==> src/rtl/evtack_pkg.sv <==
package evtack_pkg;
   localparam int FLAG_W   = 8;
   localparam int BIT_AUTO = 2;
   localparam int BIT_DEV  = 4;
   localparam int BIT_TICK = 5;
   localparam logic [FLAG_W-1:0] DEV_GROUP  = (FLAG_W'(1) << BIT_DEV) | (FLAG_W'(1) << BIT_AUTO);
   localparam logic [FLAG_W-1:0] MASK_RESET = (FLAG_W'(1) << BIT_DEV) | (FLAG_W'(1) << BIT_TICK);
   localparam logic [7:0] OP_ACK  = 8'hA1;
   localparam logic [7:0] OP_MASK = 8'hA2;

   typedef enum logic [1:0] {
      CMD_NONE = 2'd0,
      CMD_ACK  = 2'd1,
      CMD_MASK = 2'd2
   } cmd_kind_t;
endpackage

==> src/rtl/evtack_decode.sv <==
module evtack_decode
   import evtack_pkg::*;
(
   input  logic       cmd_valid,
   input  logic [7:0] cmd_op,
   input  logic [7:0] cmd_argc,
   input  logic       stream_busy,
   output cmd_kind_t  kind
);
   always_comb begin
      kind = CMD_NONE;
      if (cmd_valid && !stream_busy) begin
         if (cmd_op == OP_ACK && cmd_argc == 8'd0)
            kind = CMD_ACK;
         else if (cmd_op == OP_MASK && cmd_argc == 8'd1)
            kind = CMD_MASK;
      end
   end
endmodule

==> src/rtl/evtack_flags.sv <==
module evtack_flags
   import evtack_pkg::*;
#(
   parameter bit IRQ_ACTIVE_LOW = 1'b1
)(
   input  logic              clk,
   input  logic              rst_n,
   input  logic              tick_ev,
   input  logic              dev_ev,
   input  logic              auto_ev,
   input  logic              ack_fire,
   input  logic              mask_fire,
   input  logic [FLAG_W-1:0] mask_val,
   output logic              auto_take,
   output logic [FLAG_W-1:0] pend_o,
   output logic [FLAG_W-1:0] mask_o,
   output logic [FLAG_W-1:0] readout_o,
   output logic              rep_path_o,
   output logic              irq_o
);
   logic [FLAG_W-1:0] pend_q, mask_q, set_v, clr_v, pend_d;
   logic              hit_q;

   assign rep_path_o = pend_q[BIT_DEV];
   assign auto_take  = auto_ev && !pend_q[BIT_DEV] && !dev_ev;

   always_comb begin
      set_v = '0;
      set_v[BIT_TICK] = tick_ev;
      set_v[BIT_DEV]  = dev_ev | auto_take;
      set_v[BIT_AUTO] = auto_take;
   end

   always_comb begin
      clr_v = '0;
      if (ack_fire)
         clr_v = rep_path_o ? DEV_GROUP : {FLAG_W{1'b1}};
   end

   assign pend_d    = (pend_q & ~clr_v) | set_v;
   assign readout_o = rep_path_o ? (pend_q & DEV_GROUP) : pend_q;

   always_ff @(posedge clk or negedge rst_n) begin
      if (!rst_n) begin
         pend_q <= '0;
         mask_q <= MASK_RESET;
         hit_q  <= 1'b0;
      end else begin
         pend_q <= pend_d;
         if (mask_fire) mask_q <= mask_val;
         hit_q  <= |(pend_q & mask_q);
      end
   end

   generate
      if (IRQ_ACTIVE_LOW) begin : g_irq_low
         assign irq_o = ~hit_q;
      end else begin : g_irq_high
         assign irq_o = hit_q;
      end
   endgenerate

   assign pend_o = pend_q;
   assign mask_o = mask_q;

   AST_TICK_STAYS: assert property (@(posedge clk) disable iff (!rst_n)
      tick_ev |=> pend_q[BIT_TICK]);

   AST_PLAIN_CLEARS_ALL: assert property (@(posedge clk) disable iff (!rst_n)
      (ack_fire && !pend_q[BIT_DEV] && !tick_ev && !dev_ev && !auto_ev) |=> (pend_q == '0));

   AST_REPLY_KEEPS_TICK: assert property (@(posedge clk) disable iff (!rst_n)
      (ack_fire && pend_q[BIT_DEV] && pend_q[BIT_TICK]) |=> pend_q[BIT_TICK]);
endmodule

==> src/rtl/evtack_rbuf.sv <==
module evtack_rbuf #(
   parameter int MAXR = 8,
   localparam int LENW = $clog2(MAXR + 1)
)(
   input  logic              clk,
   input  logic              rst_n,
   input  logic              load,
   input  logic              drain,
   input  logic [LENW-1:0]   len_in,
   input  logic [MAXR*8-1:0] data_in,
   input  logic              auto_drop,
   output logic [LENW-1:0]   len_o,
   output logic [MAXR*8-1:0] data_o
);
   logic [LENW-1:0]   len_q, len_clamped;
   logic [MAXR*8-1:0] data_q;

   assign len_clamped = (len_in > LENW'(MAXR)) ? LENW'(MAXR) : len_in;

   always_ff @(posedge clk or negedge rst_n) begin
      if (!rst_n) begin
         len_q  <= '0;
         data_q <= '0;
      end else if (load) begin
         len_q  <= len_clamped;
         data_q <= data_in;
      end else if (drain) begin
         len_q  <= '0;
      end
   end

   assign len_o  = len_q;
   assign data_o = data_q;

   AST_AUTO_DROP_HOLDS: assert property (@(posedge clk) disable iff (!rst_n)
      (auto_drop && !load && !drain) |=> ($stable(len_q) && $stable(data_q)));

   AST_LEN_BOUND: assert property (@(posedge clk) disable iff (!rst_n)
      1'b1 |-> (len_q <= LENW'(MAXR)));
endmodule

==> src/rtl/evtack_ser.sv <==
module evtack_ser #(
   parameter int MAXR = 8,
   localparam int NB  = MAXR + 1,
   localparam int CW  = $clog2(NB + 1)
)(
   input  logic            clk,
   input  logic            rst_n,
   input  logic            load,
   input  logic [CW-1:0]   count,
   input  logic [NB*8-1:0] bytes_in,
   output logic            valid_o,
   output logic [7:0]      data_o,
   output logic            last_o
);
   logic [7:0]    sh_q [NB];
   logic [CW-1:0] cnt_q;

   genvar gi;
   generate
      for (gi = 0; gi < NB; gi++) begin : g_stage
         always_ff @(posedge clk or negedge rst_n) begin
            if (!rst_n)
               sh_q[gi] <= '0;
            else if (load)
               sh_q[gi] <= bytes_in[gi*8 +: 8];
            else if (gi < NB - 1)
               sh_q[gi] <= sh_q[(gi < NB - 1) ? gi + 1 : gi];
            else
               sh_q[gi] <= '0;
         end
      end
   endgenerate

   always_ff @(posedge clk or negedge rst_n) begin
      if (!rst_n)
         cnt_q <= '0;
      else if (load)
         cnt_q <= count;
      else if (cnt_q != '0)
         cnt_q <= cnt_q - 1'b1;
   end

   assign valid_o = (cnt_q != '0);
   assign last_o  = (cnt_q == CW'(1));
   assign data_o  = sh_q[0];

   AST_LAST_WITH_VALID: assert property (@(posedge clk) disable iff (!rst_n)
      last_o |-> valid_o);

   AST_STREAM_GAPLESS: assert property (@(posedge clk) disable iff (!rst_n)
      (valid_o && !last_o) |=> valid_o);

   AST_NO_LOAD_MIDSTREAM: assert property (@(posedge clk) disable iff (!rst_n)
      valid_o |-> !load);
endmodule

==> src/rtl/evt_ack_unit.sv <==
module evt_ack_unit
   import evtack_pkg::*;
#(
   parameter int MAXR = 8,
   parameter bit IRQ_ACTIVE_LOW = 1'b1,
   localparam int LENW = $clog2(MAXR + 1)
)(
   input  logic              clk,
   input  logic              rst_n,
   input  logic              tick_i,
   input  logic              rep_valid_i,
   input  logic              rep_auto_i,
   input  logic [LENW-1:0]   rep_len_i,
   input  logic [MAXR*8-1:0] rep_data_i,
   input  logic              cmd_valid_i,
   input  logic [7:0]        cmd_op_i,
   input  logic [7:0]        cmd_argc_i,
   input  logic [7:0]        cmd_arg_i,
   output logic              rsp_valid_o,
   output logic [7:0]        rsp_data_o,
   output logic              rsp_last_o,
   output logic              irq_o
);
   localparam int NB = MAXR + 1;
   localparam int CW = $clog2(NB + 1);

   generate
      if (MAXR < 1 || MAXR > 32) begin : g_bad_depth
         $error("evt_ack_unit: MAXR must lie in 1..32");
      end
   endgenerate

   cmd_kind_t         kind;
   logic              ack_fire, mask_fire, dev_ev, auto_ev, auto_take, rep_path;
   logic [FLAG_W-1:0] pend, mask, readout;
   logic [LENW-1:0]   buf_len;
   logic [MAXR*8-1:0] buf_data;
   logic [NB*8-1:0]   pkt;
   logic [CW-1:0]     pkt_cnt;

   assign dev_ev  = rep_valid_i && !rep_auto_i;
   assign auto_ev = rep_valid_i && rep_auto_i;

   evtack_decode u_dec (
      .cmd_valid   (cmd_valid_i),
      .cmd_op      (cmd_op_i),
      .cmd_argc    (cmd_argc_i),
      .stream_busy (rsp_valid_o),
      .kind        (kind)
   );

   assign ack_fire  = (kind == CMD_ACK);
   assign mask_fire = (kind == CMD_MASK);

   evtack_flags #(.IRQ_ACTIVE_LOW(IRQ_ACTIVE_LOW)) u_flags (
      .clk        (clk),
      .rst_n      (rst_n),
      .tick_ev    (tick_i),
      .dev_ev     (dev_ev),
      .auto_ev    (auto_ev),
      .ack_fire   (ack_fire),
      .mask_fire  (mask_fire),
      .mask_val   (cmd_arg_i),
      .auto_take  (auto_take),
      .pend_o     (pend),
      .mask_o     (mask),
      .readout_o  (readout),
      .rep_path_o (rep_path),
      .irq_o      (irq_o)
   );

   evtack_rbuf #(.MAXR(MAXR)) u_rbuf (
      .clk       (clk),
      .rst_n     (rst_n),
      .load      (dev_ev || auto_take),
      .drain     (ack_fire && rep_path),
      .len_in    (rep_len_i),
      .data_in   (rep_data_i),
      .auto_drop (auto_ev && !auto_take),
      .len_o     (buf_len),
      .data_o    (buf_data)
   );

   assign pkt     = {buf_data, readout};
   assign pkt_cnt = rep_path ? (CW'(buf_len) + CW'(1)) : CW'(1);

   evtack_ser #(.MAXR(MAXR)) u_ser (
      .clk      (clk),
      .rst_n    (rst_n),
      .load     (ack_fire),
      .count    (pkt_cnt),
      .bytes_in (pkt),
      .valid_o  (rsp_valid_o),
      .data_o   (rsp_data_o),
      .last_o   (rsp_last_o)
   );

   AST_BAD_MASK_HOLDS: assert property (@(posedge clk) disable iff (!rst_n)
      (cmd_valid_i && cmd_op_i == OP_MASK && cmd_argc_i != 8'd1) |=> $stable(mask));

   AST_GOOD_MASK_LOADS: assert property (@(posedge clk) disable iff (!rst_n)
      (cmd_valid_i && !rsp_valid_o && cmd_op_i == OP_MASK && cmd_argc_i == 8'd1)
      |=> (mask == $past(cmd_arg_i)));

   AST_PLAIN_ONE_BYTE: assert property (@(posedge clk) disable iff (!rst_n)
      (ack_fire && !pend[BIT_DEV]) |=> (rsp_valid_o && rsp_last_o));

   AST_BAD_ACK_SILENT: assert property (@(posedge clk) disable iff (!rst_n)
      (cmd_valid_i && cmd_op_i == OP_ACK && cmd_argc_i != 8'd0 && !rsp_valid_o) |=> !rsp_valid_o);
endmodule

==> config.mk <==
export PLATFORM = sky130hd
export DESIGN_NAME = evt_ack_unit
export DESIGN_NICKNAME = d
export VERILOG_FILES = /design/src/rtl/evtack_pkg.sv /design/src/rtl/evtack_decode.sv /design/src/rtl/evtack_flags.sv /design/src/rtl/evtack_rbuf.sv /design/src/rtl/evtack_ser.sv /design/src/rtl/evt_ack_unit.sv
export SDC_FILE = /design/constraint.sdc
export NUM_CORES = 1
export LEC_CHECK = 0
export BUFFER_PORTS_ARGS = -buffer_cell sky130_fd_sc_hd__buf_2
export CAP_MARGIN = 20
export CORE_UTILIZATION = 55
export CTS_BUF_LIST = sky130_fd_sc_hd__clkbuf_2 sky130_fd_sc_hd__clkbuf_4 sky130_fd_sc_hd__clkbuf_8
export DETAILED_ROUTE_END_ITERATION = 7
export PLACE_DENSITY = 0.74
export SLEW_MARGIN = 25
export SYNTH_ARGS = -nofsm -noshare
export SYNTH_HDL_FRONTEND = slang
export SYNTH_SLANG_ARGS = --single-unit
==> constraint.sdc <==
create_clock -name clk -period 4 [get_ports clk]
set_clock_uncertainty 0.15 [all_clocks]
set_input_delay 0.2 -clock clk [delete_from_list [all_inputs] [get_ports clk]]
set_output_delay 0.2 -clock clk [all_outputs]
set_load 0.02 [all_outputs]
==> reports/results.ini, run 1 <==
[floorplan]
die_x_um=110
die_area_um2=12000
rows=38
initial_utilization=0.576
fp.coreArea_um2=11000
io_pins=109
die_y_um=110

[yosys]
synth_seq_cells=161
syn_nets=645
synth.avg_cell_area_um2=11.7
netlist_area_um2=6360
yosysSeqAreaShare=0.634
synth-edff-count=0
synth_cell_types=42
synth_top_cells_by_count=nand2_1, dfrtp_1, mux2_2, clkbuf_1, buf_4
netlist_instances=543
synth_warnings=0
synth.area.top_cells=dfrtp_1, mux2_2, nand2_1
synth_area_leader_cell=dfrtp_1
ys.flop_type=dfrtp_1
async_flop_share=1.00
yosysMostFrequentCell=nand2_1
netlist.area_leader.share=0.626

[sta]
rsz0062_at_grt=no
min_period_ps=2800
hold_viol=0
tightestPinTransition_ps=877
timing.hold.ws_ps=34.4
slew_headroom=0.415
fmax_mhz=357
drv_slew=0
setup-tns-final_ps=0
min_period_over_period=0.701
finalSetupViolations=0

[worst_setup_path]
slowest_stage=a21boi_4
cp_slowest_stage_delay_ps=790
cp_num_buf_inv=1
path_cells=a21boi_4, o21ai_0, dlygate4sd3_1, o21ai_0, a31oi_1
crit_fanout=32
worstPathRequired_ps=4130
worstSetupStartpointType=flop
cpMostUsedCell=o21ai_0
crit_arrival_ps=2940
endpoint_kind=flop
critPathTopFamily=compound AO/OA/AOI/OAI gates
critical_path_class=reg2reg

[global_route]
antenna_found_initial=0
grt-ovfl-total=0
grt_pass1_vias=4513
grt_max_degree=81
grt_pass1_wl_um=21000
grt_usage=0.237

[power]
power_density_nw_per_um2=428
ir_worst_vdd_v=0.000309
leakagePower_nw=4.31
power_mw=3.51

[run_status]
outcome=completed

[clock_network]
clock_sinks=161
numCtsBuffers=17
clkTransAtPathRegs_ps=80
cts_resized=0
ctsLongestPathBuffers=2
h-tree-depth=4
root_buffer=clkbuf_8
clock_latency_ps=450
cts_setup_buffers=0
cts_tree=done
cts_hold_buf=80

[finish]
drive_above_1_share=0.311
num_antenna_cells=0
finalNetCount=822
area_growth_pct=29.0
fillers=710

[place]
gp_congestion=0.719
place_hpwl_um=7490
port_buffers=108

[routing]
route.detailed.wl_per_inst_um=15.0
final_antenna_net_count=0
firstDrtPassIters=4
drt-total-wl_um=13100
drc=0
drtIter0Drc=307
via_per_inst=5.02
vias=4380

[flow_run]
drv_cap=0

[worst_hold_path]
hold_class=in2reg

[where the power goes]
part / switching [mW] / internal (mW)
Clock: 0.582 / 0.693
Combinational: 0.209 / 0.208
Sequential: 0.0705 / 1.75
[flip-flops by register name (all words and copies together) (netlist names)]
register and flops:
u_flags.hit_q 1, u_flags.mask_o 8, u_flags.pend_o 8, u_rbuf.data_o 64
u_rbuf.len_o 4, u_ser.cnt_q 4, u_ser.data_o 8, u_ser.sh_q 64
[per-stage QoR]
step                      setup WS [ps]  instance area, um^2   util  instances
after detailed placement           1370                 6960  0.631        761
final                              1200                 8200  0.744        873
after global placement             1460                 6960  0.631        761
after floorplan                    1580                 6360      -        543
after global routing                972                 8200  0.744        873
after CTS                          1250                 8190  0.743        873
[final timing paths]
path	startpoint	cells after the start	slack, ps	endpoint
hold / removal	cmd_op_i[1]	3	30	u_flags.pend_o[5]$_DFF_PN0_
max in group asynchronous	rst_n	3	2500	u_rbuf.data_o[12]$_DFFE_PN0P_
min in group asynchronous	rst_n	2	200	u_ser.data_o[2]$_DFF_PN0_
setup / recovery	u_flags.pend_o[4]$_DFF_PN0_	5	1200	u_rbuf.len_o[1]$_DFFE_PN0P_
hold reg to reg	u_rbuf.data_o[6]$_DFFE_PN0P_	2	320	u_rbuf.data_o[6]$_DFFE_PN0P_
setup reg to reg	u_flags.pend_o[4]$_DFF_PN0_	5	1200	u_rbuf.len_o[1]$_DFFE_PN0P_
[logic make-up (layout without fill, tap and decap cells)]
| family | after synthesis | after routing | share of synthesized area |
|---|---|---|---|
| multiplexers | 75 | 75 | 0.134 |
| buffers and inverters | 41 | 231 | 0.0350 |
| flip-flops | 161 | 161 | 0.634 |
| XOR/XNOR | 4 | 4 | 0.00551 |
| AND/OR/NAND/NOR | 231 | 231 | 0.155 |
| adder cells (fa/ha/maj) | 4 | 4 | 0.00787 |
| AO/OA/AOI/OAI | 27 | 27 | 0.0287 |
[worst reg2reg max path, delay by kind of cell (launching register included)]
kind,cells,cell delay [ps]
flops,1,710
buf+inv,1,620
compound gates,4,1170
[routing by layer]
layer | global-route usage | vias up | routed length [um]
met4 | 0.0905 | 0 | 149
met3 | 0.0599 | 12 | 541
met5 | 0 | - | 0
met1 | 0.291 | 2157 | 5620
met2 | 0.404 | 109 | 6750
li1 | - | 2102 | -
[cell type report]
cell class	instances	area (um^2)	share of cell area
repair buffers	193	1400	0.170
clock buffers	18	248	0.0302
inverters	6	22.5	0.00275
flip-flops and latches	161	4030	0.492
multi-input cells	341	2140	0.261
well taps	140	175	0.0214
clock inverters	14	188	0.0229
[cell usage in the layout (no fill, tap or decap), types with 5 or more instances in the layout]
cell type / count
inv_1: 6
dfrtp_1: 159
dlygate4sd3_1: 80
and2_1: 8
o21a_1: 5
buf_2: 107
nand2_1: 198
o21ai_0: 7
clkbuf_8: 18
nor2b_1: 6
mux2_2: 71
No activity file was read; power rests on OpenSTA's default activity.
==> inputs of run 2 (changes only) <==
Settings changed: ABC_AREA from default to 1, CORE_UTILIZATION 55 to 53, PLACE_DENSITY 0.74 to 0.75.
Clock period 4 ns to 2.4 ns, I/O delays scaled along.
==> reports/results.ini, run 2 <==
[run_status]
outcome=completed

[sta]
min_period_ps=2160  ; -641 ps
slew_headroom=0.672  ; +0.256
finalSetupViolations=0  ; unchanged
hold_viol=0  ; unchanged
fmax_mhz=462  ; +30%
tightestPinTransition_ps=493  ; -385 ps
drv_slew=0  ; unchanged
rsz0062_at_grt=no
min_period_over_period=0.901  ; +0.200
setup-tns-final_ps=0  ; unchanged

[yosys]
netlist_area_um2=6610  ; +4.0%
synth_top_family_by_area=simple AND/OR/NAND/NOR gates
synth-adder-area-share=0.00757  ; -0.000304
synth_compound_area_frac=0.0204  ; -0.00830
synthXorXnorAreaFrac=0.00265  ; -0.00286
syn_nets=863  ; +34%
synth_area_leader_cell=dfrtp_1
synth_cell_types=29  ; -31%
muxShareOfSynthArea=0  ; -0.134
synth_top_cells_by_count=nand2_1, dfrtp_1, nor2_1, inv_1, nand3_1
async_flop_share=1.00  ; unchanged
synth.avg_cell_area_um2=8.69  ; -26%
netlist_instances=761  ; +40%
synth_warnings=0  ; unchanged
yosysSeqAreaShare=0.610  ; -0.0245
ys.flop_type=dfrtp_1
synth-edff-count=0  ; unchanged
synth.area.top_cells=dfrtp_1, nand2_1, nor2_1
synth-simple-area-share=0.304  ; +0.149
netlist.area_leader.share=0.602  ; -0.0242
yosysMostFrequentCell=nand2_1
synth_seq_cells=161  ; unchanged

[worst_hold_path]
hold_class=in2async

[finish]
finalNetCount=1055  ; +28%
final_cell_mix=nand2_1, dfrtp_1, buf_2
drive_above_1_share=0.193  ; -0.119
utilization=0.715  ; -0.0284
final_common_cell=nand2_1
stdcell_area_um2=8630  ; +5.2%
area_growth_pct=30.5
num_antenna_cells=0  ; unchanged

[routing]
drtIter0Drc=335  ; +9.1%
drt-total-wl_um=14700  ; +13%
via_per_inst=4.78  ; -4.8%
final_antenna_net_count=0  ; unchanged
drc=0  ; unchanged
route.detailed.wl_per_inst_um=13.0  ; -13%
vias=5415  ; +24%
firstDrtPassIters=7  ; +3

[global_route]
grt_usage=0.249  ; +0.0120
grt_pass1_wl_um=24700  ; +18%
antenna_found_initial=0  ; unchanged
grt-ovfl-total=0  ; unchanged
grt_max_degree=63  ; -22%
grt_pass1_vias=5493  ; +22%

[floorplan]
die_area_um2=12900  ; +7.8%
die_x_um=114  ; +3.8%
io_pins=109  ; unchanged
initial_utilization=0.548  ; -0.0281
fp.coreArea_um2=12100  ; +9.3%
die_y_um=114  ; +3.8%
rows=40  ; +5.3%

[clock_network]
cts_tree=done
ctsLongestPathBuffers=2  ; unchanged
h-tree-depth=4  ; unchanged
cts_setup_buffers=0  ; unchanged
clkTransAtPathRegs_ps=80  ; about the same
root_buffer=clkbuf_8
clock_sinks=161  ; unchanged
clock_latency_ps=460  ; about the same
numCtsBuffers=17  ; unchanged

[flow_run]
drv_cap=0  ; unchanged

[place]
dpl_cell_area_um2=7270  ; +4.5%
port_buffers=108  ; unchanged
place_hpwl_um=9030  ; +21%
gp_congestion=0.884  ; +23%

[power]
power_density_nw_per_um2=671  ; +57%
leakagePower_nw=4.78  ; +11%
ir_worst_vdd_v=0.000480  ; +55%

[worst_setup_path]
worstPathRequired_ps=2590  ; -1540 ps
endpoint_kind=flop
worstSetupStartpointType=flop
critical_path_class=reg2reg
crit_arrival_ps=2360  ; -580 ps
crit_fanout=62  ; +94%

## run 2: through the flow
| step | power, mW | hold slack (ps) | instances | setup slack [ps] |
|---|---|---|---|---|
| after floorplan | 3.42 | -326 | 761 | 657 |
| after global placement | 3.66 | -54.1 | 1009 | 415 |
| after detailed placement | 3.71 | -58.0 | 1009 | 366 |
| after CTS | 5.82 | 6.16 | 1134 | 137 |
| after global routing | 6.04 | 51.2 | 1134 | 36.9 |
| final | 5.79 | 20.6 | 1134 | 237 |
## run 2: logic make-up after synthesis
| kind of cell | after synthesis |
|---|---|
| buf+inv | 73 |
| fa+ha+maj | 4 |
| compound gates | 25 |
| flops | 161 |
| simple gates | 496 |
| xor+xnor | 2 |
## run 2: final cells by class
cell class	count	area [um^2]
clock buffers	23	317
inverters	38	148
multi-input cells	527	2220
clock inverters	9	103
well taps	168	210
flip-flops and latches	161	4030
fillers	897	3440
repair buffers	208	1600
## run 2: final timing paths
| check | startpoint | end | slack (ps) | cells past startpoint |
|---|---|---|---|---|
| min in group clk | cmd_op_i[0] | u_ser.cnt_q[2]$_DFFE_PN0P_ | 40 | 7 |
| hold / removal | rst_n | u_ser.data_o[3]$_DFF_PN0_ | 20 | 2 |
| setup reg to reg | u_flags.pend_o[4]$_DFF_PN0_ | u_rbuf.len_o[2]$_DFFE_PN0P_ | 240 | 7 |
| setup / recovery | u_flags.pend_o[4]$_DFF_PN0_ | u_rbuf.len_o[2]$_DFFE_PN0P_ | 240 | 7 |
| hold reg to reg | u_ser.sh_q[36]$_DFF_PN0_ | u_ser.sh_q[44]$_DFF_PN0_ | 300 | 2 |
| max in group asynchronous | rst_n | u_flags.mask_o[4]$_DFFE_PN1N_ | 1390 | 3 |
## run 2: critical path: stages (launching register included)
cell and delay, ps:
dfrtp_1 470, nand2_1 100, nand2_2 90, buf_6 390, nor2_1 140, nand2_1 80
dlygate4sd3_1 550, nand2_1 70
## run 2: repair_timing
action / in CTS / in global routing
resized for setup: 0 / 1
setup endpoints to repair: 0 / 3
hold buffers: 93 / 0
hold endpoints to repair: 239 / 0
## run 2: metal layers
layer | global-route usage | vias to the layer above | wire (um)
li1 | - | 2677 | -
met1 | 0.300 | 2535 | 6270
met2 | 0.426 | 159 | 7430
met3 | 0.0584 | 44 | 565
met4 | 0.114 | 0 | 465
met5 | 0 | - | 0
## run 2: power by group
part           internal [mW]  leakage, nW  switching [mW]
clock                   1.08        0.210           0.940
combinational          0.336         2.49           0.407
sequential              2.89         2.09           0.130
==> inputs of run 3 (changes only) <==
Settings changed: ABC_AREA 1 to default, CORE_UTILIZATION 53 to 45, PLACE_DENSITY 0.75 to 0.65.
==> reports/results.ini, run 3 (same netlist as run 1, synthesis figures left out) <==
[global_route]
grt-ovfl-total=0  ; unchanged
grt_max_degree=71  ; +13%
grt_pass1_wl_um=21900  ; -11%
grt_pass1_vias=4708  ; -14%
grt_usage=0.197  ; -0.0518
antenna_found_initial=0  ; unchanged

[worst_setup_path]
worstPathRequired_ps=2580  ; about the same
slowest_stage=dfrtp_1
critical_path_class=reg2reg
endpoint_kind=flop
worstSetupStartpointType=flop
cp_slowest_stage_delay_ps=400  ; -150 ps
rrSetupSlack_ps=3  ; -230 ps
cpMostUsedCell=buf_12
crit_fanout=13  ; -79%
crit_arrival_ps=2570  ; +210 ps
critPathTopFamily=simple AND/OR/NAND/NOR gates
cp_num_buf_inv=4  ; +2
path_cells=inv_2, ha_1, or3b_1, nand2b_4, nor4_4, buf_4, buf_12, buf_12, mux2_2

[power]
sw_frac_of_total=0.236  ; -0.0188
p_int_mw=4.51  ; +4.7%
power_density_nw_per_um2=688  ; +2.5%
pwr-share-clk=0.356  ; +0.006
p_seq_frac=0.513  ; -0.009
power_mw=5.91  ; +2.1%
p_switching_mw=1.40  ; -5.4%
pwr-share-comb=0.131  ; +0.003
ir_worst_vdd_v=0.000391  ; -18%
leakagePower_nw=4.49  ; -6.1%

[clock_network]
h-tree-depth=4  ; unchanged
clock_latency_ps=440  ; -20 ps
clock_sinks=161  ; unchanged
root_buffer=clkbuf_8
cts_tree=done
numCtsBuffers=17  ; unchanged
clkTransAtPathRegs_ps=80  ; about the same
ctsLongestPathBuffers=2  ; unchanged

[finish]
stdcell_count=940  ; -17%
final_common_cell=nand2_1
final_cell_mix=nand2_1, dfrtp_1, buf_2
num_antenna_cells=0  ; unchanged
regArea_um2=4030  ; unchanged
finalNetCount=850  ; -19%
multi_input_area_um2=2130  ; -4.1%
area_growth_pct=35.2
drive_above_1_share=0.330  ; +0.138
fillers=1070  ; +19%

[flow_run]
drv_cap=0  ; unchanged

[sta]
timing.hold.ws_ps=38.6  ; +18.0 ps
hold_viol=0  ; unchanged
min_period_ps=2400  ; +234 ps
rsz0062_at_grt=yes
min_period_over_period=0.999  ; +0.0975
finalSetupViolations=0  ; unchanged
slew_headroom=0.574  ; -0.0978
tightestPinTransition_ps=639  ; +147 ps
worst_slack_ps=3.18  ; -234 ps
drv_slew=0  ; unchanged
setup-tns-final_ps=0  ; unchanged
fmax_mhz=417  ; -9.8%

[routing]
drt-total-wl_um=13200  ; -10%
drtIter0Drc=155  ; -54%
via_per_inst=4.72  ; -1.2%
vias=4434  ; -18%
drc=0  ; unchanged
final_antenna_net_count=0  ; unchanged
firstDrtPassIters=4  ; -3
route.detailed.wl_per_inst_um=14.1  ; +8.3%

[place]
dpl_worst_slack_ps=44.2  ; -322 ps
gp_congestion=0.786  ; -11%
placed_cells=816  ; -19%
place_hpwl_um=8220  ; -8.9%
port_buffers=108  ; unchanged

[floorplan]
fp.coreArea_um2=13800  ; +15%
die_x_um=121  ; +6.3%
die_y_um=121  ; +6.3%
die_area_um2=14600  ; +13%
io_pins=109  ; unchanged
initial_utilization=0.460  ; -0.0884
rows=43  ; +7.5%

[worst_hold_path]
hold_class=in2reg

[run_status]
outcome=completed

==> run 3: cell type report <==
type / count / area share
flip-flops and latches: 161 / 0.469
repair buffers: 221 / 0.204
multi-input cells: 341 / 0.248
clock buffers: 26 / 0.0380
clock inverters: 5 / 0.0116
inverters: 6 / 0.00262
well taps: 180 / 0.0262
==> run 3: through the flow <==
stage | area [um^2] | utilization
global placement | 7220 | 0.522
detailed placement | 7220 | 0.522
CTS | 8500 | 0.615
floorplan | 6360 | -
global route | 8590 | 0.621
finish | 8590 | 0.621
==> run 3: final timing paths <==
| check | endpoint | from | cells past startpoint |
|---|---|---|---|
| setup reg to reg | u_ser.data_o[0]$_DFF_PN0_ | u_ser.cnt_q[0]$_DFFE_PN0P_ | 9 |
| min in group asynchronous | u_ser.sh_q[40]$_DFF_PN0_ | rst_n | 2 |
| max in group asynchronous | u_rbuf.len_o[2]$_DFFE_PN0P_ | rst_n | 3 |
| hold / removal | u_ser.cnt_q[1]$_DFFE_PN0P_ | cmd_op_i[1] | 3 |
| setup / recovery | u_ser.data_o[0]$_DFF_PN0_ | u_ser.cnt_q[0]$_DFFE_PN0P_ | 9 |
| hold reg to reg | u_rbuf.data_o[63]$_DFFE_PN0P_ | u_rbuf.data_o[63]$_DFFE_PN0P_ | 2 |
==> run 3: timing repair <==
item	CTS	global route
hold endpoints to repair	147	0
setup endpoints to repair	0	58
hold buffers	85	0
setup buffers	0	6
gates resized for setup	0	0
==> run 3: power by group through the flow <==
stage	sequential (mW)	combinational [mW]	clock [mW]
5_1_grt	3.05	0.881	2.28
3_5_place_dp	3.09	0.626	0
4_1_cts	3.03	0.738	2.17
3_3_place_gp	3.08	0.597	0
2_1_floorplan	3.04	0.377	0
6_report	3.03	0.776	2.10
==> run 3: routing by layer <==
| layer | global-route usage | up-vias | share of wire |
|---|---|---|---|
| met2 | 0.344 | 88 | 0.53 |
| met3 | 0.0458 | 14 | 0.031 |
| met5 | 0 | - | 0 |
| li1 | - | 2163 | - |
| met4 | 0.0718 | 0 | 0.012 |
| met1 | 0.237 | 2169 | 0.43 |
==> run 3: worst min-delay path, stage by stage <==
cell and delay (ps):
buf_2 150, or4_4 230, mux2i_1 90
